### src/rtl/can_tx_pkg.sv
package can_tx_pkg;

  typedef enum logic [1:0] {
    ST_IDLE,
    ST_WAIT,
    ST_SEND
  } tx_state_t;

  typedef enum logic [2:0] {
    SEG_SOF,
    SEG_ID,
    SEG_RTR,
    SEG_CTRL,
    SEG_DATA,
    SEG_CRC,
    SEG_ACK_SLOT,
    SEG_TAIL
  } seg_t;

endpackage

### src/rtl/can_crc15.sv
module can_crc15 #(
  parameter int CRC_W = 15,
  parameter logic [CRC_W-1:0] POLY = 15'h4599
) (
  input  logic             clk,
  input  logic             rst_n,
  input  logic             clr,
  input  logic             en,
  input  logic             din,
  output logic [CRC_W-1:0] crc
);

  logic [CRC_W-1:0] nxt;

  always_comb begin
    nxt = {crc[CRC_W-2:0], 1'b0};
    if (din ^ crc[CRC_W-1]) nxt = nxt ^ POLY;
  end

  always_ff @(posedge clk) begin
    if (!rst_n)   crc <= '0;
    else if (clr) crc <= '0;
    else if (en)  crc <= nxt;
  end


  crc_hold_chk: assert property (@(posedge clk) disable iff (!rst_n)
    (!clr && !en) |=> $stable(crc));

endmodule

### src/rtl/can_frame_bits.sv
module can_frame_bits import can_tx_pkg::*; #(
  parameter int ID_W      = 11,
  parameter int DLC_W     = 4,
  parameter int MAX_BYTES = 8,
  parameter int CRC_W     = 15,
  parameter int POS_W     = 7
) (
  input  logic [POS_W-1:0]       pos,
  input  logic [ID_W-1:0]        id,
  input  logic                   rtr,
  input  logic [DLC_W-1:0]       dlc,
  input  logic [MAX_BYTES*8-1:0] data,
  input  logic [CRC_W-1:0]       crc,
  output logic                   frame_bit,
  output seg_t                   seg,
  output logic                   last
);

  localparam int DATA_W = MAX_BYTES * 8;
  localparam int HDR_W  = 1 + ID_W + 1 + 2 + DLC_W + DATA_W;
  localparam logic [POS_W-1:0] ID_LAST    = POS_W'(ID_W);
  localparam logic [POS_W-1:0] RTR_POS    = POS_W'(ID_W + 1);
  localparam logic [POS_W-1:0] DATA_START = POS_W'(1 + ID_W + 1 + 2 + DLC_W);

  logic [HDR_W-1:0] hdr, hdr_sh;
  logic [CRC_W-1:0] crc_sh;
  logic [POS_W-1:0] nbytes, crc_start, delim_pos, slot_pos, tail_pos;

  always_comb begin
    if (rtr)                              nbytes = '0;
    else if (dlc > DLC_W'(MAX_BYTES))     nbytes = POS_W'(MAX_BYTES);
    else                                  nbytes = POS_W'(dlc);
    crc_start = DATA_START + (nbytes << 3);
    delim_pos = crc_start + POS_W'(CRC_W);
    slot_pos  = delim_pos + 1'b1;
    tail_pos  = slot_pos + 1'b1;
  end

  assign hdr    = {1'b0, id, rtr, 2'b00, dlc, data};
  assign hdr_sh = hdr << pos;
  assign crc_sh = crc << (pos - crc_start);
  assign last   = (pos == tail_pos);

  always_comb begin
    frame_bit = 1'b1;
    seg       = SEG_TAIL;
    if (pos < crc_start) begin
      frame_bit = hdr_sh[HDR_W-1];
      if (pos == '0)             seg = SEG_SOF;
      else if (pos <= ID_LAST)   seg = SEG_ID;
      else if (pos == RTR_POS)   seg = SEG_RTR;
      else if (pos < DATA_START) seg = SEG_CTRL;
      else                       seg = SEG_DATA;
    end else if (pos < delim_pos) begin
      frame_bit = crc_sh[CRC_W-1];
      seg       = SEG_CRC;
    end else if (pos == slot_pos) begin
      seg       = SEG_ACK_SLOT;
    end
  end

endmodule

### src/rtl/can_tx_ctrl.sv
module can_tx_ctrl import can_tx_pkg::*; #(
  parameter int POS_W = 7
) (
  input  logic             clk,
  input  logic             rst_n,
  input  logic             req_valid,
  input  logic             bit_tick,
  input  logic             bus_rx,
  input  logic             frame_bit,
  input  seg_t             seg,
  input  logic             last,
  output logic             req_ready,
  output logic             accept,
  output logic             sending,
  output logic [POS_W-1:0] pos,
  output logic             crc_en,
  output logic             won,
  output logic             lost,
  output logic             ack_ok,
  output logic             ack_missing
);

  tx_state_t state_q;
  logic      strobe, in_arb, lose_now;

  always_comb begin
    req_ready = (state_q == ST_IDLE);
    accept    = req_valid && req_ready;
    sending   = (state_q == ST_SEND);
    strobe    = bit_tick && sending;
    in_arb    = (seg == SEG_ID) || (seg == SEG_RTR);
    lose_now  = strobe && in_arb && frame_bit && !bus_rx;
    crc_en    = strobe && !lose_now &&
                (seg inside {SEG_SOF, SEG_ID, SEG_RTR, SEG_CTRL, SEG_DATA});
  end

  always_ff @(posedge clk) begin
    if (!rst_n) begin
      state_q     <= ST_IDLE;
      pos         <= '0;
      won         <= 1'b0;
      lost        <= 1'b0;
      ack_ok      <= 1'b0;
      ack_missing <= 1'b0;
    end else begin
      won         <= 1'b0;
      lost        <= 1'b0;
      ack_ok      <= 1'b0;
      ack_missing <= 1'b0;
      case (state_q)
        ST_IDLE: if (accept) state_q <= ST_WAIT;
        ST_WAIT: if (bit_tick) begin
          state_q <= ST_SEND;
          pos     <= '0;
        end
        ST_SEND: if (bit_tick) begin
          if (lose_now) begin
            lost    <= 1'b1;
            state_q <= ST_IDLE;
          end else if (seg == SEG_ACK_SLOT) begin
            if (!bus_rx) begin
              ack_ok <= 1'b1;
              pos    <= pos + 1'b1;
            end else begin
              ack_missing <= 1'b1;
              state_q     <= ST_IDLE;
            end
          end else if (last) begin
            state_q <= ST_IDLE;
          end else begin
            if (seg == SEG_RTR) won <= 1'b1;
            pos <= pos + 1'b1;
          end
        end
        default: state_q <= ST_IDLE;
      endcase
    end
  end


  pulse_onehot_chk: assert property (@(posedge clk) disable iff (!rst_n)
    $onehot0({won, lost, ack_ok, ack_missing}));


  pos_hold_chk: assert property (@(posedge clk) disable iff (!rst_n)
    (sending && !bit_tick) |=> $stable(pos));


  missing_idle_chk: assert property (@(posedge clk) disable iff (!rst_n)
    ack_missing |-> req_ready);

endmodule

### src/rtl/can_frame_tx.sv
module can_frame_tx import can_tx_pkg::*; #(
  parameter int ID_W      = 11,
  parameter int DLC_W     = 4,
  parameter int MAX_BYTES = 8,
  parameter int CRC_W     = 15,
  parameter logic [CRC_W-1:0] CRC_POLY = 15'h4599
) (
  input  logic                   clk,
  input  logic                   rst_n,
  input  logic                   req_valid,
  output logic                   req_ready,
  input  logic [ID_W-1:0]        req_id,
  input  logic                   req_rtr,
  input  logic [DLC_W-1:0]       req_dlc,
  input  logic [MAX_BYTES*8-1:0] req_data,
  input  logic                   bit_tick,
  input  logic                   bus_rx,
  output logic                   bus_tx,
  output logic                   arb_won,
  output logic                   arb_lost,
  output logic                   ack_ok,
  output logic                   ack_missing
);

  localparam int HDR_W     = 1 + ID_W + 1 + 2 + DLC_W + MAX_BYTES * 8;
  localparam int FRAME_MAX = HDR_W + CRC_W + 3;
  localparam int POS_W     = $clog2(FRAME_MAX + 1);

  logic [ID_W-1:0]        id_q;
  logic                   rtr_q;
  logic [DLC_W-1:0]       dlc_q;
  logic [MAX_BYTES*8-1:0] data_q;
  logic [CRC_W-1:0]       crc;
  logic [POS_W-1:0]       pos;
  logic                   accept, sending, crc_en, frame_bit, last;
  seg_t                   seg;

  always_ff @(posedge clk) begin
    if (!rst_n) begin
      id_q   <= '0;
      rtr_q  <= 1'b0;
      dlc_q  <= '0;
      data_q <= '0;
    end else if (accept) begin
      id_q   <= req_id;
      rtr_q  <= req_rtr;
      dlc_q  <= req_dlc;
      data_q <= req_data;
    end
  end

  can_frame_bits #(
    .ID_W(ID_W), .DLC_W(DLC_W), .MAX_BYTES(MAX_BYTES),
    .CRC_W(CRC_W), .POS_W(POS_W)
  ) i_bits (
    .pos(pos), .id(id_q), .rtr(rtr_q), .dlc(dlc_q), .data(data_q),
    .crc(crc), .frame_bit(frame_bit), .seg(seg), .last(last)
  );

  can_crc15 #(.CRC_W(CRC_W), .POLY(CRC_POLY)) i_crc (
    .clk(clk), .rst_n(rst_n), .clr(accept), .en(crc_en),
    .din(frame_bit), .crc(crc)
  );

  can_tx_ctrl #(.POS_W(POS_W)) i_ctrl (
    .clk(clk), .rst_n(rst_n), .req_valid(req_valid), .bit_tick(bit_tick),
    .bus_rx(bus_rx), .frame_bit(frame_bit), .seg(seg), .last(last),
    .req_ready(req_ready), .accept(accept), .sending(sending), .pos(pos),
    .crc_en(crc_en), .won(arb_won), .lost(arb_lost), .ack_ok(ack_ok),
    .ack_missing(ack_missing)
  );

  assign bus_tx = sending ? frame_bit : 1'b1;


  sof_dominant_chk: assert property (@(posedge clk) disable iff (!rst_n)
    (sending && pos == '0) |-> !bus_tx);


  ack_slot_release_chk: assert property (@(posedge clk) disable iff (!rst_n)
    (sending && seg == SEG_ACK_SLOT) |-> bus_tx);


  lost_release_chk: assert property (@(posedge clk) disable iff (!rst_n)
    arb_lost |-> (bus_tx && req_ready));

endmodule

### config.mk
export PLATFORM = sky130hd
export DESIGN_NAME = can_frame_tx
export DESIGN_NICKNAME = d
export VERILOG_FILES = /design/src/rtl/can_tx_pkg.sv /design/src/rtl/can_crc15.sv /design/src/rtl/can_frame_bits.sv /design/src/rtl/can_tx_ctrl.sv /design/src/rtl/can_frame_tx.sv
export SDC_FILE = /design/constraint.sdc
export NUM_CORES = 1
export LEC_CHECK = 0
export BUFFER_PORTS_ARGS = -buffer_cell sky130_fd_sc_hd__buf_2
export CORE_AREA = 2 2 102 104
export CTS_BUF_LIST = sky130_fd_sc_hd__clkbuf_8
export CTS_CLUSTER_SIZE = 12
export DETAILED_ROUTE_END_ITERATION = 8
export DIE_AREA = 0 0 104 106
export GPL_TIMING_DRIVEN = 0
export MAX_ROUTING_LAYER = met4
export PLACE_DENSITY = 0.93
export SKIP_LAST_GASP = 1
export SLEW_MARGIN = 20
export SYNTH_ARGS = -nofsm -noshare
export SYNTH_HDL_FRONTEND = slang
export SYNTH_HIERARCHICAL = 1
export SYNTH_SLANG_ARGS = --single-unit
### constraint.sdc
create_clock -name clk -period 10.2 [get_ports clk]
set_input_delay 0.51 -clock clk [delete_from_list [all_inputs] [get_ports clk]]
set_output_delay 0.51 -clock clk [all_outputs]
set_load 0.01 [all_outputs]
==> reports/metrics.csv, run 1 <==
metric,value,unit
Max Root-Sink Buffers,2,
Ys Warns,6,
clock sink count,108,
Slew HR,51.0,%
routability congestion estimate,0.920,
drt drc,0,
"Hold Vio Cnt, Final",0,
total CTS buffers,9,
crit path max fanout,10,
CP Launch Type,flip-flop,
first drt pass iteration count,5,
starting DRC count in detailed routing,338,
Crit. End Element,flip-flop,
worst hold path type,input pin to flip-flop,
fraction of registers with async set/reset,0,%
Least-Margin Pin Slew,0.727,ns
Die Width,104,um
family with the most delay on the worst path,simple AND/OR/NAND/NOR gates,
Synth cell types,62,
Yosys top cell by area,dfxtp_1,
Tcrit/Tclk final,42.7,%
unrepaired setup endpoints after global routing,false,
P&R area growth vs syn,13.8,%
Die Area,0.0110,sq mm
most frequent cells in the layout,"108 x dfxtp_1, 99 x mux2i_1, 93 x buf_2, 85 x nor2b_1, 24 x nor2_1",
row count,37,
Setup Viol. Count Final,0,
Layout Nets,788,
Max VDD drop,0.000133,V
PD cells,177,mW/mm^2
status,"finished, final reports clean",
placed insts,811,
CTS tree,built,
worst endpoint data arrival time,4.68,ns
max_cap viols,0,
leakage power,0.00280,uW
Syn Inst Count,585,
initial core utilization,60.6,%
Synth Area per Inst,10.4,sq um
ANT cells,0,
Critical Path RT,10.53,ns
post-cts resize count,0,
Setup TNS,0,ns
IO Port Bufs,90,
share of cells above drive strength 1,22.8,%
Vias/cell,5.82,
Crit-path slowest cell,or4_1,
drt wl/cell,18.0,um
GRT overflow,0,
drt total wl,14900,um
ANT nets after route,0,
Setup CP Type,flip-flop to flip-flop,
worst skew pair latency,0.39,ns
initial antenna violation count,0,
root buffer cell,clkbuf_8,
top post-synthesis cells by area,"dfxtp_1 36%, mux2i_1 16%, nor2b_1 8.8%, mux4_1 5.2%, ha_1 3.5%",
critical path cell sequence,nor2_1 -> nand2_1 -> ha_1 -> ha_1 -> inv_1 -> o311ai_0 -> a21oi_1 -> nor3_1 -> a22oi_1 -> nor2b_1 -> a21boi_0 -> o22ai_1 -> and3_1 -> buf_6 -> inv_4 -> buf_6 -> or4_1 -> nand3_1,
worst path bufs/invs,4,
largest net degree at the start of global routing,19,
GRT Total Usage,28.4,%
global-route wire length before repair,24200,um
"Cell Area, Synth",0.00606,sq mm
Final Max Slew Viols,0,
sequential share of the synthesized area,35.7,%
post-synth top area share,35.7,%
Core Area,0.0100,sq mm
I/O Pins,91,
crit path time final,4.35,ns
vias in the first global route,4945,
hpwl dp,11200,um
number of synthesized register bits,108,
syn_nets,687,
Peak Freq,0.230,GHz
worst-case clock skew,0.0120,ns
"most common cell after layout, fill and taps aside",dfxtp_1,
vias,4808,
"EDFF count, synth",0,
CTS Hold Bufs,0,
fin cells,826,
Worst-path clk slew,0.11,ns
post-CTS setup buffer count,0,
Crit path largest cell delay,0.52,ns
die height,106,um
"Primary FF master, synth",dfxtp_1,
H-tree levels,3,
worst reg2reg max path: cells and delay by family, from the launching register on:
kind / cells / cell delay, ns
compound gates: 5 / 1.10
fa+ha+maj: 2 / 0.74
simple gates: 7 / 1.71
flops: 1 / 0.37
buf+inv: 4 / 0.40
synth_stat cells (4+ instances only):
cell      count
dfxtp_1     108
inv_1        18
and2_1        4
a211oi_1      5
nor2_1       24
xnor2_1       5
or4_1         4
mux4_2        7
o221ai_1      4
nand4_1       9
nand2b_1      6
o21a_1        7
mux2_2        4
mux2i_1      99
nand2_1      22
buf_4         9
clkbuf_1     13
ha_1         17
mux4_1       12
buf_8         8
nor3_1        6
nor2b_1      85
o21ai_0       6
a21oi_1      14
nand3_1      22
buf_6         8
metrics by stage:
step                      setup slack, ns  hold WS, ns  power (uW)  area (sq um)  util (%)
after floorplan                      6.48        0.451         841          6060         -
after global placement               6.00        0.464         910          6680      66.8
after detailed placement             5.93        0.487         937          6680      66.8
after CTS                            5.91        0.366        1230          6900      69.0
after global routing                 5.57        0.378        1280          6900      69.0
final                                5.85        0.377        1220          6900      69.0
flip-flops by register name, summed over array words and instances, names as in the netlist:
register / count
i_ctrl/state_q: 2
i_ctrl/won: 1
i_crc/crc: 15
data_q: 64
i_ctrl/ack_ok: 1
i_ctrl/pos: 7
rtr_q: 1
i_ctrl/lost: 1
i_ctrl/ack_missing: 1
id_q: 11
dlc_q: 4
logic make-up (layout without fill, tap and decap cells):
| kind of cell | after synthesis | in the layout | share of synthesized area [%] |
|---|---|---|---|
| AND/OR/NAND/NOR | 196 | 196 | 18.1 |
| multiplexers | 122 | 122 | 24.9 |
| flip-flops | 108 | 108 | 35.7 |
| AO/OA/AOI/OAI | 72 | 72 | 9.39 |
| buffers and inverters | 61 | 166 | 7.00 |
| adder cells (fa/ha/maj) | 17 | 17 | 3.51 |
| XOR/XNOR | 9 | 9 | 1.42 |
cell type report:
class	count	area [sq um]
multi-input combinational	416	3480
tap	136	170
buffer	42	350
sequential	108	2160
clock inverter	6	95.1
inverter	19	73.8
timing repair buffer	90	450
clock buffer	9	124
fill	804	3100
path summary, 6_finish.rpt:
path	from	endpoint	slack (ns)	depth (start not counted)
setup reg to reg	dlc_q[3]	i_crc/crc[10]	5.85	18
hold reg to reg	i_ctrl/state_q[1]	i_ctrl/state_q[1]	0.50	2
hold / removal	req_data[6]	data_q[6]	0.38	3
setup / recovery	dlc_q[3]	i_crc/crc[10]	5.85	18
metal layers:
layer	vias to the layer above	wire, um	global-route usage [%]
met3	24	886	5.46
met2	168	7510	48.9
met1	2302	6200	33.5
met4	0	270	9.75
met5	-	0	-
li1	2314	-	-
report_power, final:
part | switching [uW] | total (uW) | internal (uW)
clock | 150 | 289 | 140
combinational | 211 | 421 | 210
sequential | 33.4 | 512 | 479
Power figures use the tool's default switching activity.
==> run 2: changes to the inputs <==
--- a/config.mk
+++ b/config.mk
@@ -5,15 +5,16 @@
 export SDC_FILE = /design/constraint.sdc
 export NUM_CORES = 1
 export LEC_CHECK = 0
+export ABC_AREA = 1
 export BUFFER_PORTS_ARGS = -buffer_cell sky130_fd_sc_hd__buf_2
-export CORE_AREA = 2 2 102 104
+export CORE_AREA = 2 2 108 110
 export CTS_BUF_LIST = sky130_fd_sc_hd__clkbuf_8
 export CTS_CLUSTER_SIZE = 12
 export DETAILED_ROUTE_END_ITERATION = 8
-export DIE_AREA = 0 0 104 106
+export DIE_AREA = 0 0 110 112
 export GPL_TIMING_DRIVEN = 0
 export MAX_ROUTING_LAYER = met4
-export PLACE_DENSITY = 0.93
+export PLACE_DENSITY = 0.9
 export SKIP_LAST_GASP = 1
 export SLEW_MARGIN = 20
 export SYNTH_ARGS = -nofsm -noshare
==> constraint.sdc (replaced) <==
create_clock -name clk -period 4.4 [get_ports clk]
set_input_delay 0.22 -clock clk [delete_from_list [all_inputs] [get_ports clk]]
set_output_delay 0.22 -clock clk [all_outputs]
set_load 0.01 [all_outputs]
==> run 2 against run 1 <==
Total power rose to 3.3 times the previous value. Largest cell class unchanged. Final cell count up 64%. Die area up 12%. Hold slack worse by 0.29 ns. Critical path depth up 3. Maximum frequency up 18%. Clock power up 110%. Register-to-register slack worse by 5.1 ns. Sequential share of layout area down 2.3 points. Clock-buffer cell count up 1. Via count up 37%. Critical path type unchanged. Routed wire length up 6.0%.
==> reports/metrics.csv, run 2 <==
metric,value,unit,change
largest register by flop count,data_q,,unchanged
Setup CP Type,flip-flop to flip-flop,,unchanged
Yosys top cell by area,dfxtp_1,,unchanged
ANT nets after route,0,,unchanged
origin of the critical flop-to-flop path,rtr_q,,was dlc_q[3]
Ys Warns,6,,unchanged
status,"finished, final reports clean",,unchanged
Crit path largest cell delay,0.42,ns,was 0.52 ns
first drt pass iteration count,7,,was 5
"Primary FF master, synth",dfxtp_1,,unchanged
Post-synth top cells,"350 x nand2_1, 239 x nor2_1, 163 x inv_1, 108 x dfxtp_1, 57 x nand3_1",,"was 108 x dfxtp_1, 99 x mux2i_1, 85 x nor2b_1, 24 x nor2_1"
Critical Path RT,4.74,ns,was 10.53 ns
top flop regs,"data_q x64, i_crc/crc x15, id_q x11",,unchanged
initial core utilization,59.2,%,was 60.6%
drt total wl,15800,um,"was 14,900 um"
R2R setup slack,0.72,ns,was 5.85 ns
Worst-path clk slew,0.11,ns,about the same
root buffer cell,clkbuf_8,,unchanged
I/O Pins,91,,unchanged
met1 Track Usage GR,35.7,%,was 33.5%
worst hold start,req_data[38],,was req_data[6]
critical path cell sequence,nor2_1 -> nand2_1 -> inv_1 -> ha_1 -> xnor2_1 -> ha_1 -> a21oi_1 -> nand3_1 -> nor2_1 -> nand3_1 -> nand2_1 -> nand2_1 -> nor2_4 -> nand3_4 -> o2111ai_1 -> inv_1 -> buf_6 -> o21a_1 -> nand2_1 -> nand2_1 -> nor2_1,,was nor2_1 -> nand2_1 -> ha_1 -> ha_1 -> inv_1 -> o311ai_0 -> a21oi_1 -> nor3_1 -> a22oi_1 -> nor2b_1 -> a21boi_0 -> o22ai_1 -> and3_1 -> buf_6 -> inv_4 -> buf_6 -> or4_1 -> nand3_1
Setup TNS,0,ns,unchanged
Max VDD drop,0.000283,V,was 0.000133 V
crit path max fanout,10,,unchanged
routability congestion estimate,0.985,,was 0.920
cell count of the worst reg-to-reg path,21,,was 18
CTS Hold Bufs,0,,unchanged
Die Area,0.0123,sq mm,was 0.0110 sq mm
Tcrit/Tclk final,83.7,%,was 42.7%
Crit-path slowest cell,dfxtp_1,,was or4_1
met2 global-route usage,42.7,%,was 48.9%
"Hold Vio Cnt, Final",0,,unchanged
worst hold path type,input pin to flip-flop,,unchanged
max_cap viols,0,,unchanged
GRT overflow,0,,unchanged
P&R area growth vs syn,12.5,%,was 13.8%
hold path cells,5,,was 3
global-route wire length before repair,26100,um,"was 24,200 um"
IO Port Bufs,90,,unchanged
Final Util,66.5,%,was 69.0%
most numerous cell in the Yosys netlist,nand2_1,,was dfxtp_1
busiest grt layer,met2,,unchanged
Crit. End Element,flip-flop,,unchanged
Layout Nets,1306,,was 788
post-cts resize count,0,,unchanged
Peak Freq,0.271,GHz,was 0.230 GHz
clock sink count,108,,unchanged
CP dominant cell by count,nand2_1,,
Final Max Slew Viols,0,,unchanged
Setup Viol. Count Final,0,,unchanged
most frequent cells in the layout,"350 x nand2_1, 239 x nor2_1, 163 x inv_1, 108 x dfxtp_1, 105 x buf_2",,"was 108 x dfxtp_1, 99 x mux2i_1, 93 x buf_2, 85 x nor2b_1, 24 x nor2_1"
"most common cell after layout, fill and taps aside",nand2_1,,was dfxtp_1
Synth cell types,37,,was 62
H-tree levels,3,,unchanged
share of cells above drive strength 1,15.6,%,was 22.8%
starting DRC count in detailed routing,455,,was 338
number of synthesized register bits,108,,unchanged
M3 GR Usage,5.09,%,was 5.46%
Synth Area per Inst,5.99,sq um,was 10.4 sq um
Least-Margin Pin Slew,0.508,ns,was 0.727 ns
post-CTS setup buffer count,0,,unchanged
CTS tree,built,,unchanged
ANT cells,0,,unchanged
top post-synthesis cells by area,"dfxtp_1 33%, nand2_1 20%, nor2_1 14%, inv_1 9.3%, nand3_1 4.3%",,"was dfxtp_1 36%, mux2i_1 16%, nor2b_1 8.8%, mux4_1 5.2%, ha_1 3.5%"
"Cell Area, Synth",0.00661,sq mm,was 0.00606 sq mm
vias,6599,,"was 4,808"
Die Width,110,um,was 104 um
syn_nets,1205,,was 687
die height,112,um,was 106 um
Slew HR,65.9,%,was 51.0%
Vias/cell,4.88,,was 5.82
drt wl/cell,11.7,um,was 18.0 um
initial antenna violation count,0,,unchanged
PD cells,538,mW/mm^2,was 177 mW/mm^2
Syn Inst Count,1103,,was 585
fin cells,1352,,was 826
GRT Total Usage,27.5,%,was 28.4%
unrepaired setup endpoints after global routing,false,,unchanged
leakage power,0.00401,uW,was 0.00280 uW
largest net degree at the start of global routing,20,,was 19
drt drc,0,,unchanged
hpwl dp,11700,um,"was 11,200 um"
post-synth top area share,32.7,%,was 35.7%
vias in the first global route,5848,,"was 4,945"
worst-case clock skew,0.0200,ns,was 0.0120 ns
R2R Path End,i_crc/crc[3],,was i_crc/crc[10]
sequential share of the synthesized area,32.7,%,was 35.7%
"EDFF count, synth",0,,unchanged
WHS Endpoint,data_q[38],,was data_q[6]
Max Root-Sink Buffers,2,,unchanged
row count,39,,was 37
fraction of registers with async set/reset,0,%,unchanged
CP Launch Type,flip-flop,,unchanged
Core Area,0.0112,sq mm,was 0.0100 sq mm
worst endpoint data arrival time,4.03,ns,was 4.68 ns
worst skew pair latency,0.41,ns,was 0.39 ns
placed insts,1336,,was 811
max FFs per register,64,,unchanged
crit path time final,3.68,ns,was 4.35 ns
total CTS buffers,9,,unchanged
-- run 2: kinds of logic (layout without fill, tap and decap cells) --
logic type / after synthesis / after routing / synth area share, %
AO/OA/AOI/OAI: 61 / 61 / 5.24
XOR/XNOR: 7 / 7 / 0.928
adder cells (fa/ha/maj): 17 / 17 / 3.22
buffers and inverters: 226 / 332 / 16.0
flip-flops: 108 / 108 / 32.7
AND/OR/NAND/NOR: 684 / 684 / 41.9
-- run 2: metal layers --
layer	up-vias	part of all wire (%)
met5	-	0
met4	0	2.5
met3	28	5.8
met2	208	45
met1	2891	47
li1	3472	-
-- run 2: through the flow --
| stage | hold WS (ns) | instance area (sq um) | total power [uW] | setup WS [ns] |
|---|---|---|---|---|
| finish | 0.0872 | 7440 | 4000 | 0.716 |
| global route | 0.0880 | 7440 | 4340 | 0.363 |
| CTS | 0.0810 | 7440 | 3980 | 0.740 |
| detailed placement | 0.462 | 7240 | 3380 | 0.772 |
| global placement | 0.454 | 7240 | 3320 | 0.840 |
| floorplan | 0.372 | 6610 | 2920 | 1.37 |
-- run 2: power breakdown --
group	switching (uW)	internal [uW]	leakage, uW
registers	156	1220	0.000890
logic	1280	755	0.00303
clock network	370	231	0.0000894
total	1800	2200	0.00401
-- run 2: worst max path at each step --
stage	from	to	slack, ns	cells after the start
6_report	rtr_q	i_crc/crc[3]	0.72	21
4_1_cts	rtr_q	i_crc/crc[3]	0.74	21
3_5_place_dp	rtr_q	i_crc/crc[3]	0.77	21
2_1_floorplan	rtr_q	i_crc/crc[7]	1.37	24
3_3_place_gp	rtr_q	i_crc/crc[3]	0.84	21
5_1_grt	rtr_q	i_crc/crc[3]	0.36	21
-- run 2: worst max-delay path: cells and delay by family (launching register included) --
family	cells	cell delay, ns
and+or+nand+nor	12	1.46
adders and majority gates	2	0.57
AOI/OAI and AO/OA	3	0.46
buffers and inverters	3	0.43
DFF	1	0.42
xor gates and xnor gates	1	0.27
-- run 2: cell type report --
| cell class | instances | area (sq um) |
|---|---|---|
| clock inverter | 6 | 58.8 |
| multi-input combinational | 769 | 3390 |
| inverter | 169 | 642 |
| timing repair buffer | 90 | 450 |
| fill | 1033 | 3740 |
| clock buffer | 10 | 138 |
| buffer | 57 | 417 |
| tap | 143 | 179 |
| sequential | 108 | 2160 |
